===== src/rtl/loader_pkg.sv =====
package loader_pkg;

  typedef enum logic [2:0] {
    PH_IDLE,
    PH_SETUP,
    PH_CLK_HIGH,
    PH_GAP,
    PH_STROBE,
    PH_DONE
  } phase_e;

  // Minimum time in ps -> whole system cycles, rounded up, at least one.
  function automatic int unsigned cycles_for(input int unsigned t_ps,
                                             input int unsigned period_ps);
    int unsigned c;
    c = (t_ps + period_ps - 1) / period_ps;
    if (c == 0) c = 1;
    return c;
  endfunction

  function automatic int unsigned max_u(input int unsigned a, input int unsigned b);
    return (a > b) ? a : b;
  endfunction

endpackage


===== src/rtl/loader_timer.sv =====
module loader_timer #(
  parameter int unsigned TW = 4
) (
  input  logic          clk_i,
  input  logic          rst_ni,
  input  logic          load_i,
  input  logic [TW-1:0] load_val_i,
  output logic          expired_o
);

  logic [TW-1:0] cnt_q;

  always_ff @(posedge clk_i or negedge rst_ni) begin
    if (!rst_ni)              cnt_q <= '0;
    else if (load_i)          cnt_q <= load_val_i;
    else if (cnt_q != '0)     cnt_q <= cnt_q - 1'b1;
  end

  assign expired_o = (cnt_q == '0);

endmodule


===== src/rtl/loader_shifter.sv =====
module loader_shifter #(
  parameter int unsigned N_BITS = 32,
  localparam int unsigned CW = (N_BITS > 1) ? $clog2(N_BITS) : 1
) (
  input  logic              clk_i,
  input  logic              rst_ni,
  input  logic              capture_i,
  input  logic [N_BITS-1:0] word_i,
  input  logic              advance_i,
  output logic              bit_o,
  output logic              last_o
);

  logic [N_BITS-1:0] sr_q;
  logic [CW-1:0]     left_q;

  always_ff @(posedge clk_i or negedge rst_ni) begin
    if (!rst_ni) begin
      sr_q   <= '0;
      left_q <= '0;
    end else if (capture_i) begin
      sr_q   <= word_i;
      left_q <= CW'(N_BITS - 1);
    end else if (advance_i) begin
      sr_q   <= sr_q << 1;
      left_q <= left_q - 1'b1;
    end
  end

  // MSB leaves first
  assign bit_o  = sr_q[N_BITS-1];
  assign last_o = (left_q == '0);

endmodule


===== src/rtl/serial_loader.sv =====
module serial_loader
  import loader_pkg::*;
#(
  parameter int unsigned N_BITS             = 32,
  parameter int unsigned SYS_PERIOD_PS      = 20000,
  parameter int unsigned T_SETUP_PS         = 25000,
  parameter int unsigned T_HOLD_PS          = 25000,
  parameter int unsigned T_CLK_HIGH_PS      = 50000,
  parameter int unsigned T_CLK_TO_STROBE_PS = 100000,
  parameter int unsigned T_STROBE_PS        = 50000
) (
  input  logic              clk_i,
  input  logic              rst_ni,
  input  logic              start_i,
  input  logic [N_BITS-1:0] word_i,
  output logic              sdata_o,
  output logic              sclk_o,
  output logic              strobe_o,
  output logic              busy_o,
  output logic              done_o
);

  localparam int unsigned SU_CYC  = cycles_for(T_SETUP_PS, SYS_PERIOD_PS);
  localparam int unsigned HI_CYC  = max_u(cycles_for(T_CLK_HIGH_PS, SYS_PERIOD_PS),
                                          cycles_for(T_HOLD_PS, SYS_PERIOD_PS));
  localparam int unsigned GAP_CYC = cycles_for(T_CLK_TO_STROBE_PS, SYS_PERIOD_PS);
  localparam int unsigned STB_CYC = cycles_for(T_STROBE_PS, SYS_PERIOD_PS);
  localparam int unsigned MAX_CYC = max_u(max_u(SU_CYC, HI_CYC), max_u(GAP_CYC, STB_CYC));
  localparam int unsigned TW      = $clog2(MAX_CYC + 1);

  phase_e        phase_q, phase_d;
  logic          t_load, t_expired;
  logic [TW-1:0] t_val;
  logic          capture, advance, last_bit;
  logic          sclk_q, strobe_q, busy_q, done_q;

  loader_timer #(.TW(TW)) i_timer (
    .clk_i      (clk_i),
    .rst_ni     (rst_ni),
    .load_i     (t_load),
    .load_val_i (t_val),
    .expired_o  (t_expired)
  );

  loader_shifter #(.N_BITS(N_BITS)) i_shifter (
    .clk_i     (clk_i),
    .rst_ni    (rst_ni),
    .capture_i (capture),
    .word_i    (word_i),
    .advance_i (advance),
    .bit_o     (sdata_o),
    .last_o    (last_bit)
  );

  always_comb begin
    phase_d = phase_q;
    t_load  = 1'b0;
    t_val   = '0;
    capture = 1'b0;
    advance = 1'b0;
    unique case (phase_q)
      PH_IDLE: if (start_i) begin
        phase_d = PH_SETUP;
        t_load  = 1'b1;
        t_val   = TW'(SU_CYC - 1);
        capture = 1'b1;
      end
      PH_SETUP: if (t_expired) begin
        phase_d = PH_CLK_HIGH;
        t_load  = 1'b1;
        t_val   = TW'(HI_CYC - 1);
      end
      PH_CLK_HIGH: if (t_expired) begin
        t_load = 1'b1;
        if (last_bit) begin
          phase_d = PH_GAP;
          t_val   = TW'(GAP_CYC - 1);
        end else begin
          // next bit is presented as the clock falls
          phase_d = PH_SETUP;
          t_val   = TW'(SU_CYC - 1);
          advance = 1'b1;
        end
      end
      PH_GAP: if (t_expired) begin
        phase_d = PH_STROBE;
        t_load  = 1'b1;
        t_val   = TW'(STB_CYC - 1);
      end
      PH_STROBE: if (t_expired) phase_d = PH_DONE;
      PH_DONE:   phase_d = PH_IDLE;
      default:   phase_d = PH_IDLE;
    endcase
  end

  always_ff @(posedge clk_i or negedge rst_ni) begin
    if (!rst_ni) begin
      phase_q  <= PH_IDLE;
      sclk_q   <= 1'b0;
      strobe_q <= 1'b0;
      busy_q   <= 1'b0;
      done_q   <= 1'b0;
    end else begin
      phase_q  <= phase_d;
      sclk_q   <= (phase_d == PH_CLK_HIGH);
      strobe_q <= (phase_d == PH_STROBE);
      busy_q   <= (phase_d != PH_IDLE);
      done_q   <= (phase_d == PH_DONE);
    end
  end

  assign sclk_o   = sclk_q;
  assign strobe_o = strobe_q;
  assign busy_o   = busy_q;
  assign done_o   = done_q;

endmodule


===== config.mk =====
export PLATFORM = sky130hd
export DESIGN_NAME = serial_loader
export DESIGN_NICKNAME = d
export VERILOG_FILES = /design/src/rtl/loader_pkg.sv /design/src/rtl/loader_timer.sv /design/src/rtl/loader_shifter.sv /design/src/rtl/serial_loader.sv
export SDC_FILE = /design/constraint.sdc
export NUM_CORES = 1
export LEC_CHECK = 0
export BUFFER_PORTS_ARGS = -buffer_cell sky130_fd_sc_hd__buf_2
export CELL_PAD_IN_SITES_DETAIL_PLACEMENT = 0
export CELL_PAD_IN_SITES_GLOBAL_PLACEMENT = 1
export CORE_AREA = 2 2 113 60
export DETAILED_ROUTE_END_ITERATION = 16
export DIE_AREA = 0 0 115 62
export GPL_TIMING_DRIVEN = 0
export PLACE_DENSITY_LB_ADDON = 0.2
export SYNTH_ARGS = -nofsm -noshare
export SYNTH_HDL_FRONTEND = slang
export SYNTH_HIERARCHICAL = 1
export SYNTH_SLANG_ARGS = --single-unit

===== constraint.sdc =====
create_clock -name clk_i -period 2.1 [get_ports clk_i]
set_clock_uncertainty 0.1 [all_clocks]
set_input_delay 0.525 -clock clk_i [delete_from_list [all_inputs] [get_ports clk_i]]
set_output_delay 0.525 -clock clk_i [all_outputs]
set_load 0.02 [all_outputs]

# Yosys cells after proc, flatten, opt, wreduce, memory -nomap -nowiden

Cells that the tools add are included.
Widths: inputs -> output; s select.

$add $sub $neg: 2
Equality and inequality tests: 7
Multiplexer cells: 25
Reductions and logical operators: 9

Operators with widths:

| kind                | count |
|---|---|
| $mux 32             | 2 |
| $mux 3              | 9 |
| $pmux 3 s5          | 1 |
| $mux 5              | 2 |
| $eq 3x2->1 const B  | 3 |
| $eq 3x3->1 const B  | 3 |
| $pmux 3 s3          | 1 |
| $mux 1              | 7 |
| $logic_not 3->1     | 2 |
| $reduce_bool 3->1   | 2 |
| $logic_not 5->1     | 1 |
| $sub 5x1->5 const B | 1 |
| $mux 2              | 2 |
| $reduce_bool 2->1   | 2 |
| $eq 3x1->1 const B  | 1 |
| $reduce_or 3->1     | 1 |
| $sub 3x1->3 const B | 1 |
| $pmux 1 s2          | 1 |
| $reduce_or 2->1     | 1 |

Logic and storage cells: 51
Input port bits: 35
Bits in registers: 47
Output and inout port bits: 5

# Longest topological paths before layout

Gate-level depths: netlist of run 1.

Word-level depth: 6
Gate-level depth with buffers: 10
Depth with buffers taken out: 9

# Cells and area by module

Netlist of run 1, hierarchy kept.

Modules (own cells, without submodules):

| module         | sequential area each (um2) | times used | area each (um2) | cells each |
|---|---|---|---|---|
| loader_shifter | 925.9                      | 1          | 1750.4          | 165 |
| serial_loader  | 175.2                      | 1          | 395.4           | 41 |
| loader_timer   | 75.1                       | 1          | 200.2           | 21 |

# Worst setup path before layout of run 1

Ideal clock, no wire load.

Kind: reg2reg
From: register i_timer.cnt_q[0]
To: register i_shifter.sr_q[13]
Path buffers: 2
Stages on the path, launching flop included: 11
Library setup time: 132 ps
Data required time: 1868 ps
Arrival time: 1808 ps
Slack: 60 ps
Period minus slack after synthesis: 2040 ps
Cells stage by stage: dfrtp_1 > inv_1 > ha_1 > nand2b_1 > inv_1 > and2b_1 > nor3b_2 > buf_4 > buf_6 > mux2i_1 > o21ai_1

Cells in the longest elaborated chain, start to end: 4

Ends and longest elaborated chain:

| item                        | RTL line             | source |
|---|---|---|
| start, declared             | loader_timer.sv:11   | `logic [TW-1:0] cnt_q;` |
| start signal, assigned      | loader_timer.sv:15   | `else if (load_i) cnt_q <= load_val_i;` |
| start signal, assigned      | loader_timer.sv:16   | `else if (cnt_q != '0) cnt_q <= cnt_q - 1'b1;` |
| $logic_not 3->1             | loader_timer.sv:19   | `assign expired_o = (cnt_q == '0);` |
| via t_expired               | serial_loader.sv:32  | `logic t_load, t_expired;` |
| $mux 1                      | serial_loader.sv:73  | `PH_CLK_HIGH: if (t_expired) begin` |
| $mux 1                      | serial_loader.sv:61  | `unique case (phase_q)` |
| via advance                 | serial_loader.sv:34  | `logic capture, advance, last_bit;` |
| $reduce_bool 2->1 (no line) | n/a                  |  |
| end signal, assigned        | loader_shifter.sv:22 | `sr_q <= word_i;` |
| end signal, assigned        | loader_shifter.sv:25 | `sr_q <= sr_q << 1;` |
| end, declared               | loader_shifter.sv:14 | `logic [N_BITS-1:0] sr_q;` |

The timed path passes the listed nets, and every way through them passes these cells.
A chain may end at the register's enable or synchronous reset.

# Worst setup path after layout of run 1

From: register i_shifter.left_q[0]
To: register i_shifter.left_q[1]

Cells in the longest elaborated chain, start to end: 5
Elaborated cells between the ends (all ways): 8
Classes of those cells: add/sub (1); mux (5); reduce/logical (2)

Ends and longest elaborated chain:

| item                        | RTL line             | source |
|---|---|---|
| start, declared             | loader_shifter.sv:15 | `logic [CW-1:0] left_q;` |
| start signal, assigned      | loader_shifter.sv:23 | `left_q <= CW'(N_BITS - 1);` |
| start signal, assigned      | loader_shifter.sv:26 | `left_q <= left_q - 1'b1;` |
| $logic_not 5->1             | loader_shifter.sv:32 | `assign last_o = (left_q == '0);` |
| via last_bit                | serial_loader.sv:34  |  |
| $mux 1                      | serial_loader.sv:75  | `if (last_bit) begin` |
| $mux 1                      | serial_loader.sv:73  |  |
| $mux 1                      | serial_loader.sv:61  |  |
| via advance                 | serial_loader.sv:34  |  |
| $reduce_bool 2->1 (no line) | n/a                  |  |

The timed path passes the listed nets, and every way through them passes these cells. The select of a mux whose other input is x is not followed.

==> results.json, run 1 <==
{
  "syn_area_per_cell_um2": 10.3,
  "yosysMostFrequentCell": "dfrtp_1",
  "period_share_pct": 94.5,
  "h-tree-depth": 2,
  "synth-simple-area-share_pct": 16.2,
  "max_freq_mhz": 504,
  "grt_pass1_vias": 1613,
  "root_buffer": "clkbuf_16",
  "die_y_um": 62,
  "wl_per_cell_um": 13.7,
  "drtIter0Drc": 85,
  "synth_cells": 227,
  "synth_compound_area_share_pct": 11.3,
  "wl_met3_um": 249,
  "synthArstFlopShare_pct": 100,
  "cp_cell_sequence": "inv_1 -> ha_1 -> nor4b_4 -> nor3b_4 -> buf_6 -> buf_12 -> or2_1 -> a21o_1",
  "final_util_pct": 47.5,
  "grt_max_degree": 48,
  "grt-ovfl-total": 0,
  "synth_fa_ha_area_share_pct": 1.60,
  "die_w_um": 115,
  "cp-start-kind": "flip-flop",
  "synth_top_flop_cell": "dfrtp_1",
  "seq_area_frac_synth_pct": 50.1,
  "cts.sinks": 47,
  "ir_drop_v": 0.000684,
  "synth_cell_type_count": 37,
  "vias": 1743,
  "path_clk_slew_ps": 60,
  "crit_type": "reg2reg",
  "area_growth_pct": 27.8,
  "via_per_inst": 4.76,
  "wl_um": 5030,
  "fin_crit_ps": 1980,
  "antenna_found_initial": 0,
  "highest_layer": "met4",
  "wl_met2_um": 1890,
  "grt_usage_pct": 14.9,
  "slowest_delay_ps": 420,
  "fill_cells": 623,
  "ff2ff_path_depth": 8,
  "power_frac_seq_pct": 39.1,
  "core.rowCount": 21,
  "p_clk_share_pct": 23.0,
  "first_pass_iters": 4,
  "ys_top_cells_by_area": "dfrtp_1 (50%), mux2i_1 (15%), o21ai_1 (7.3%), nand2_1 (6.1%), ha_1 (1.6%)",
  "slew_violations": 0,
  "internal_power_w": 0.00263,
  "cts_buffer_depth": 2,
  "cts_buffers": 5,
  "slew_headroom_pct": 29.4,
  "hold_slack_ps": 331,
  "io_pins": 40,
  "initial_core_util_pct": 37.2,
  "synth_top_area_share_pct": 50.1,
  "critPathMaxFanout": 7,
  "insertion_delay_ps": 280,
  "final_cell_count_no_fill": 366,
  "drt-met1-wl_um": 2870,
  "cp.arrival_ps": 2060,
  "dpl.cell_count": 346,
  "combinationalPowerShare_pct": 37.9,
  "setup_viol": 0,
  "grt_pass1_wl_um": 8000,
  "crit_path_top_delay_cell": "dfrtp_1",
  "synth_top_family_by_area": "simple AND/OR/NAND/NOR gates",
  "synth_common_cells": "dfrtp_1 (47), nand2_1 (38), mux2i_1 (35)",
  "sw_frac_of_total_pct": 34.5,
  "synth_top_area_cell": "dfrtp_1",
  "core_area_mm2": 0.00631,
  "place_congestion": 0.682,
  "insertedDiodeCount": 0,
  "leakagePower_nw": 1.32,
  "finalSetupTns_ps": 0,
  "synth_mux_area_share_pct": 14.9,
  "ys_ff_latch": 47,
  "hold_path.class": "in2async",
  "powerDensity_mw_per_mm2": 1340,
  "dp_hpwl_um": 3310,
  "drv_cap": 0,
  "synth_nets": 265,
  "drive_gt1_share_pct": 29.7,
  "finalHoldViolCount": 0,
  "yosysWarnings": 6,
  "run_status": "completed",
  "cts_tree": "built",
  "portBuffers": 39,
  "die_area_mm2": 0.00713,
  "synth_area_mm2": 0.00235,
  "synth_edf_count": 0,
  "p_switching_w": 0.00139,
  "final_nets": 323,
  "tightest_slew_ps": 1060,
  "worst_ep_required_time_ps": 2170,
  "drt.antenna.violating_nets": 0,
  "end_kind": "flip-flop",
  "drc": 0,
  "synth_xor_xnor_area_share_pct": 0.373
}
==> sequential cells by signal, indices dropped and copies added, names as in the netlist <==
name,cells
busy_o,1
done_o,1
i_shifter/left_q,5
i_shifter/sr_q,32
i_timer/cnt_q,3
phase_q,3
sclk_o,1
strobe_o,1
==> cell type report <==
class                      count  area [um^2]  area share, %
timing repair buffer          51          315           10.5
clock buffer                   5          125           4.17
inverter                       9         33.8           1.13
buffer                        15          110           3.67
sequential                    47         1180           39.2
tap                           80          100           3.34
multi-input combinational    156         1090           36.4
clock inverter                 3         46.3           1.54
==> placed cells by master (no fill, tap or decap), types with 3 or more instances in the layout <==
cell type / n
nor2b_1: 5
inv_2: 3
a21oi_1: 3
mux2i_1: 34
buf_2: 45
nor4b_1: 3
nor2_1: 5
buf_4: 14
o21ai_1: 34
clkbuf_16: 6
nand2_1: 38
dfrtp_1: 47
inv_1: 6
nand2b_1: 3
==> per-stage QoR <==
stage	setup WS [ps]	instance area, um^2	total power [W]
final	116	3000	0.00402
after global routing	-5.27	3000	0.00432
after CTS	24.8	2910	0.00392
after detailed placement	-301	2640	0.00289
after global placement	-313	2640	0.00287
after floorplan	60.2	2350	0.00254
==> metal layers <==
| metal | up-vias | track usage (%) |
|---|---|---|
| li1 | 900 | - |
| met5 | - | 0 |
| met4 | 0 | 5.16 |
| met3 | 2 | 4.27 |
| met2 | 29 | 19.2 |
| met1 | 812 | 23.4 |
==> critical path, delay by kind of cell (launching register included) <==
kind,cells,cell delay (ps)
AND/OR/NAND/NOR,3,610
adder cells (fa/ha/maj),1,210
AO/OA/AOI/OAI,1,180
flip-flops,1,420
buffers and inverters,3,360
==> timing repair <==
item,4_1_cts,5_1_grt
endpoints found under the setup margin,39,38
cloned,0,1
setup buffers,5,6
gates resized for setup,12,4
hold buffers,0,0
pin swaps,0,1
==> logic make-up after synthesis <==
kind of cell | count (synthesis)
XOR/XNOR | 1
AND/OR/NAND/NOR | 69
buffers and inverters | 24
adder cells (fa/ha/maj) | 3
multiplexers | 35
AO/OA/AOI/OAI | 48
flip-flops | 47
==> worst paths after layout <==
kind	start	endpoint	slack, ps
worst min-delay path	rst_ni	i_timer/cnt_q[1]	330
max in group asynchronous	rst_ni	done_o	920
min in group clk_i	word_i[16]	i_shifter/sr_q[16]	350
worst max-delay path	i_shifter/left_q[0]	i_shifter/left_q[1]	120
worst max register to register	i_shifter/left_q[0]	i_shifter/left_q[1]	120
worst min register to register	i_shifter/sr_q[0]	i_shifter/sr_q[0]	440
==> power by group through the flow <==
| stage | sequential, W | combinational, W | clock (W) |
|---|---|---|---|
| 4_1_cts | 0.00156 | 0.00141 | 0.000946 |
| 5_1_grt | 0.00162 | 0.00172 | 0.000981 |
| 6_report | 0.00157 | 0.00152 | 0.000922 |
| 3_5_place_dp | 0.00157 | 0.00131 | 0 |
| 2_1_floorplan | 0.00155 | 0.000991 | 0 |
| 3_3_place_gp | 0.00157 | 0.00130 | 0 |
(Power assumes the default switching activity.)
==> inputs of run 2 (changes only) <==
--- a/config.mk
+++ b/config.mk
@@ -6,8 +6,6 @@
 export NUM_CORES = 1
 export LEC_CHECK = 0
 export BUFFER_PORTS_ARGS = -buffer_cell sky130_fd_sc_hd__buf_2
-export CELL_PAD_IN_SITES_DETAIL_PLACEMENT = 0
-export CELL_PAD_IN_SITES_GLOBAL_PLACEMENT = 1
 export CORE_AREA = 2 2 113 60
 export DETAILED_ROUTE_END_ITERATION = 16
 export DIE_AREA = 0 0 115 62
==> results.json, run 2 (synthesis results as in run 1) <==
{
  "wl_per_cell_um": 13.8,
  "cpMostUsedCell": "inv_2",
  "largest-register": "i_shifter/sr_q",
  "cp_cell_sequence": "inv_2 -> ha_4 -> nand2b_4 -> inv_2 -> and2b_2 -> nor3b_4 -> buf_6 -> clkbuf_16 -> mux2i_1 -> o21ai_1",
  "path_clk_slew_ps": 60,
  "cp.arrival_ps": 2080,
  "power_w": 0.00393,
  "crit_family": "simple AND/OR/NAND/NOR gates",
  "place_congestion": 0.790,
  "run_status": "completed",
  "die_y_um": 62,
  "finalHoldViolCount": 0,
  "drive_gt1_share_pct": 28.4,
  "portBuffers": 39,
  "ir_drop_v": 0.000425,
  "io_pins": 40,
  "slowest_delay_ps": 400,
  "grt_pass1_wl_um": 7710,
  "dpl.cell_count": 346,
  "slew_violations": 0,
  "first_pass_iters": 5,
  "final_cell_mix": "dfrtp_1 (47), buf_2 (45), nand2_1 (38)",
  "tightest_slew_ps": 1060,
  "final_util_pct": 46.9,
  "hold_slack_ps": 334,
  "initial_core_util_pct": 37.2,
  "cts.sinks": 47,
  "final_nets": 319,
  "die_w_um": 115,
  "crit_type": "reg2reg",
  "largest_registers": "i_shifter/sr_q x32, i_shifter/left_q x5",
  "cts_buffer_depth": 2,
  "powerDensity_mw_per_mm2": 1330,
  "layout_commonest_cell": "dfrtp_1",
  "area_growth_pct": 26.2,
  "antenna_found_initial": 0,
  "cp-start-kind": "flip-flop",
  "final_cell_count_no_fill": 362,
  "crit_cells": 10,
  "end_kind": "flip-flop",
  "max_freq_mhz": 496,
  "root_buffer": "clkbuf_16",
  "largest_register_ffs": 32,
  "drt.antenna.violating_nets": 0,
  "core.rowCount": 21,
  "die_area_mm2": 0.00713,
  "rsz0062_at_grt": "true",
  "grt_max_degree": 48,
  "path_buf_inv": 4,
  "drtIter0Drc": 83,
  "cts_tree": "built",
  "grt_pass1_vias": 1579,
  "h-tree-depth": 2,
  "period_share_pct": 96.0,
  "via_per_inst": 4.80,
  "critPathMaxFanout": 6,
  "slew_headroom_pct": 29.6,
  "dp_hpwl_um": 3260,
  "core_area_mm2": 0.00631,
  "setup_viol": 0,
  "cts_buffers": 5,
  "hold_path.class": "in2async",
  "drv_cap": 0,
  "worst_ep_required_time_ps": 2160,
  "vias": 1736,
  "insertedDiodeCount": 0,
  "leakagePower_nw": 1.30,
  "drc": 0,
  "ff2ff_path_depth": 10,
  "grt_usage_pct": 14.1,
  "insertion_delay_ps": 280,
  "crit_path_top_delay_cell": "dfrtp_1",
  "grt-ovfl-total": 0,
  "wl_um": 5000,
  "fin_crit_ps": 2020
}
==> run 2: cell types whose count changed in the layout (fill, tap and decap cells not counted), sizes merged <==
cell,before,now
clkinvlp,1,0
buf,63,59
inv,10,9
clkinv,0,2
==> run 2: path summary, 6_finish.rpt <==
path / slack [ps] / end / from
setup / recovery: 80 / i_shifter/sr_q[14] / i_timer/cnt_q[0]
hold / removal: 330 / i_timer/cnt_q[0] / rst_ni
setup reg to reg: 80 / i_shifter/sr_q[14] / i_timer/cnt_q[0]
hold reg to reg: 450 / i_shifter/sr_q[19] / i_shifter/sr_q[18]
max in group asynchronous: 920 / strobe_o / rst_ni
min in group clk_i: 350 / i_shifter/sr_q[9] / word_i[9]
==> run 2: timing repair <==
action | CTS | global route
cloned | 0 | 1
resized for setup | 10 | 8
endpoints found under the setup margin | 39 | 38
hold buffers | 0 | 0
buffers inserted | 3 | 4
pin swaps | 0 | 3
==> run 2: layer usage <==
layer	up-vias	global-route usage [%]	part of all wire [%]	wire length (um)
li1	893	-	-	-
met1	805	21.6	55	2750
met2	38	20.1	40	2010
met3	0	4.27	4.9	244
met4	0	2.07	0	0
met5	-	0	0	0
==> run 2: layout make-up <==
type / instances / area, um^2
fill: 625 / 3350
buffer: 15 / 118
inverter: 9 / 33.8
sequential: 47 / 1180
timing repair buffer: 47 / 277
multi-input combinational: 156 / 1090
clock buffer: 5 / 125
tap: 80 / 100
clock inverter: 3 / 43.8
==> run 2: power by group <==
| group | switching [W] | internal, W | total, W | leakage, nW |
|---|---|---|---|---|
| combinational | 0.000755 | 0.000697 | 0.00145 | 0.653 |
| clock | 0.000336 | 0.000561 | 0.000898 | 0.0838 |
| sequential | 0.000256 | 0.00132 | 0.00158 | 0.562 |
| total | 0.00135 | 0.00258 | 0.00393 | 1.30 |
==> run 2: per-stage QoR <==
step,worst slack [ps],cell area [um^2],setup TNS [ps]
6_report,83.6,2960,0
5_1_grt,-48.9,2960,-484
4_1_cts,1.44,2870,0
3_5_place_dp,-299,2640,-7120
3_3_place_gp,-285,2640,-6370
2_1_floorplan,60.2,2350,0
==> run 2: worst register-to-register path, cell delays in order (launching register included) <==
cell       delay (ps)
dfrtp_1           400
inv_2              90
ha_4              150
nand2b_4           60
inv_2              70
and2b_2           180
nor3b_4           280
buf_6             180
clkbuf_16         150
mux2i_1           180
o21ai_1            70
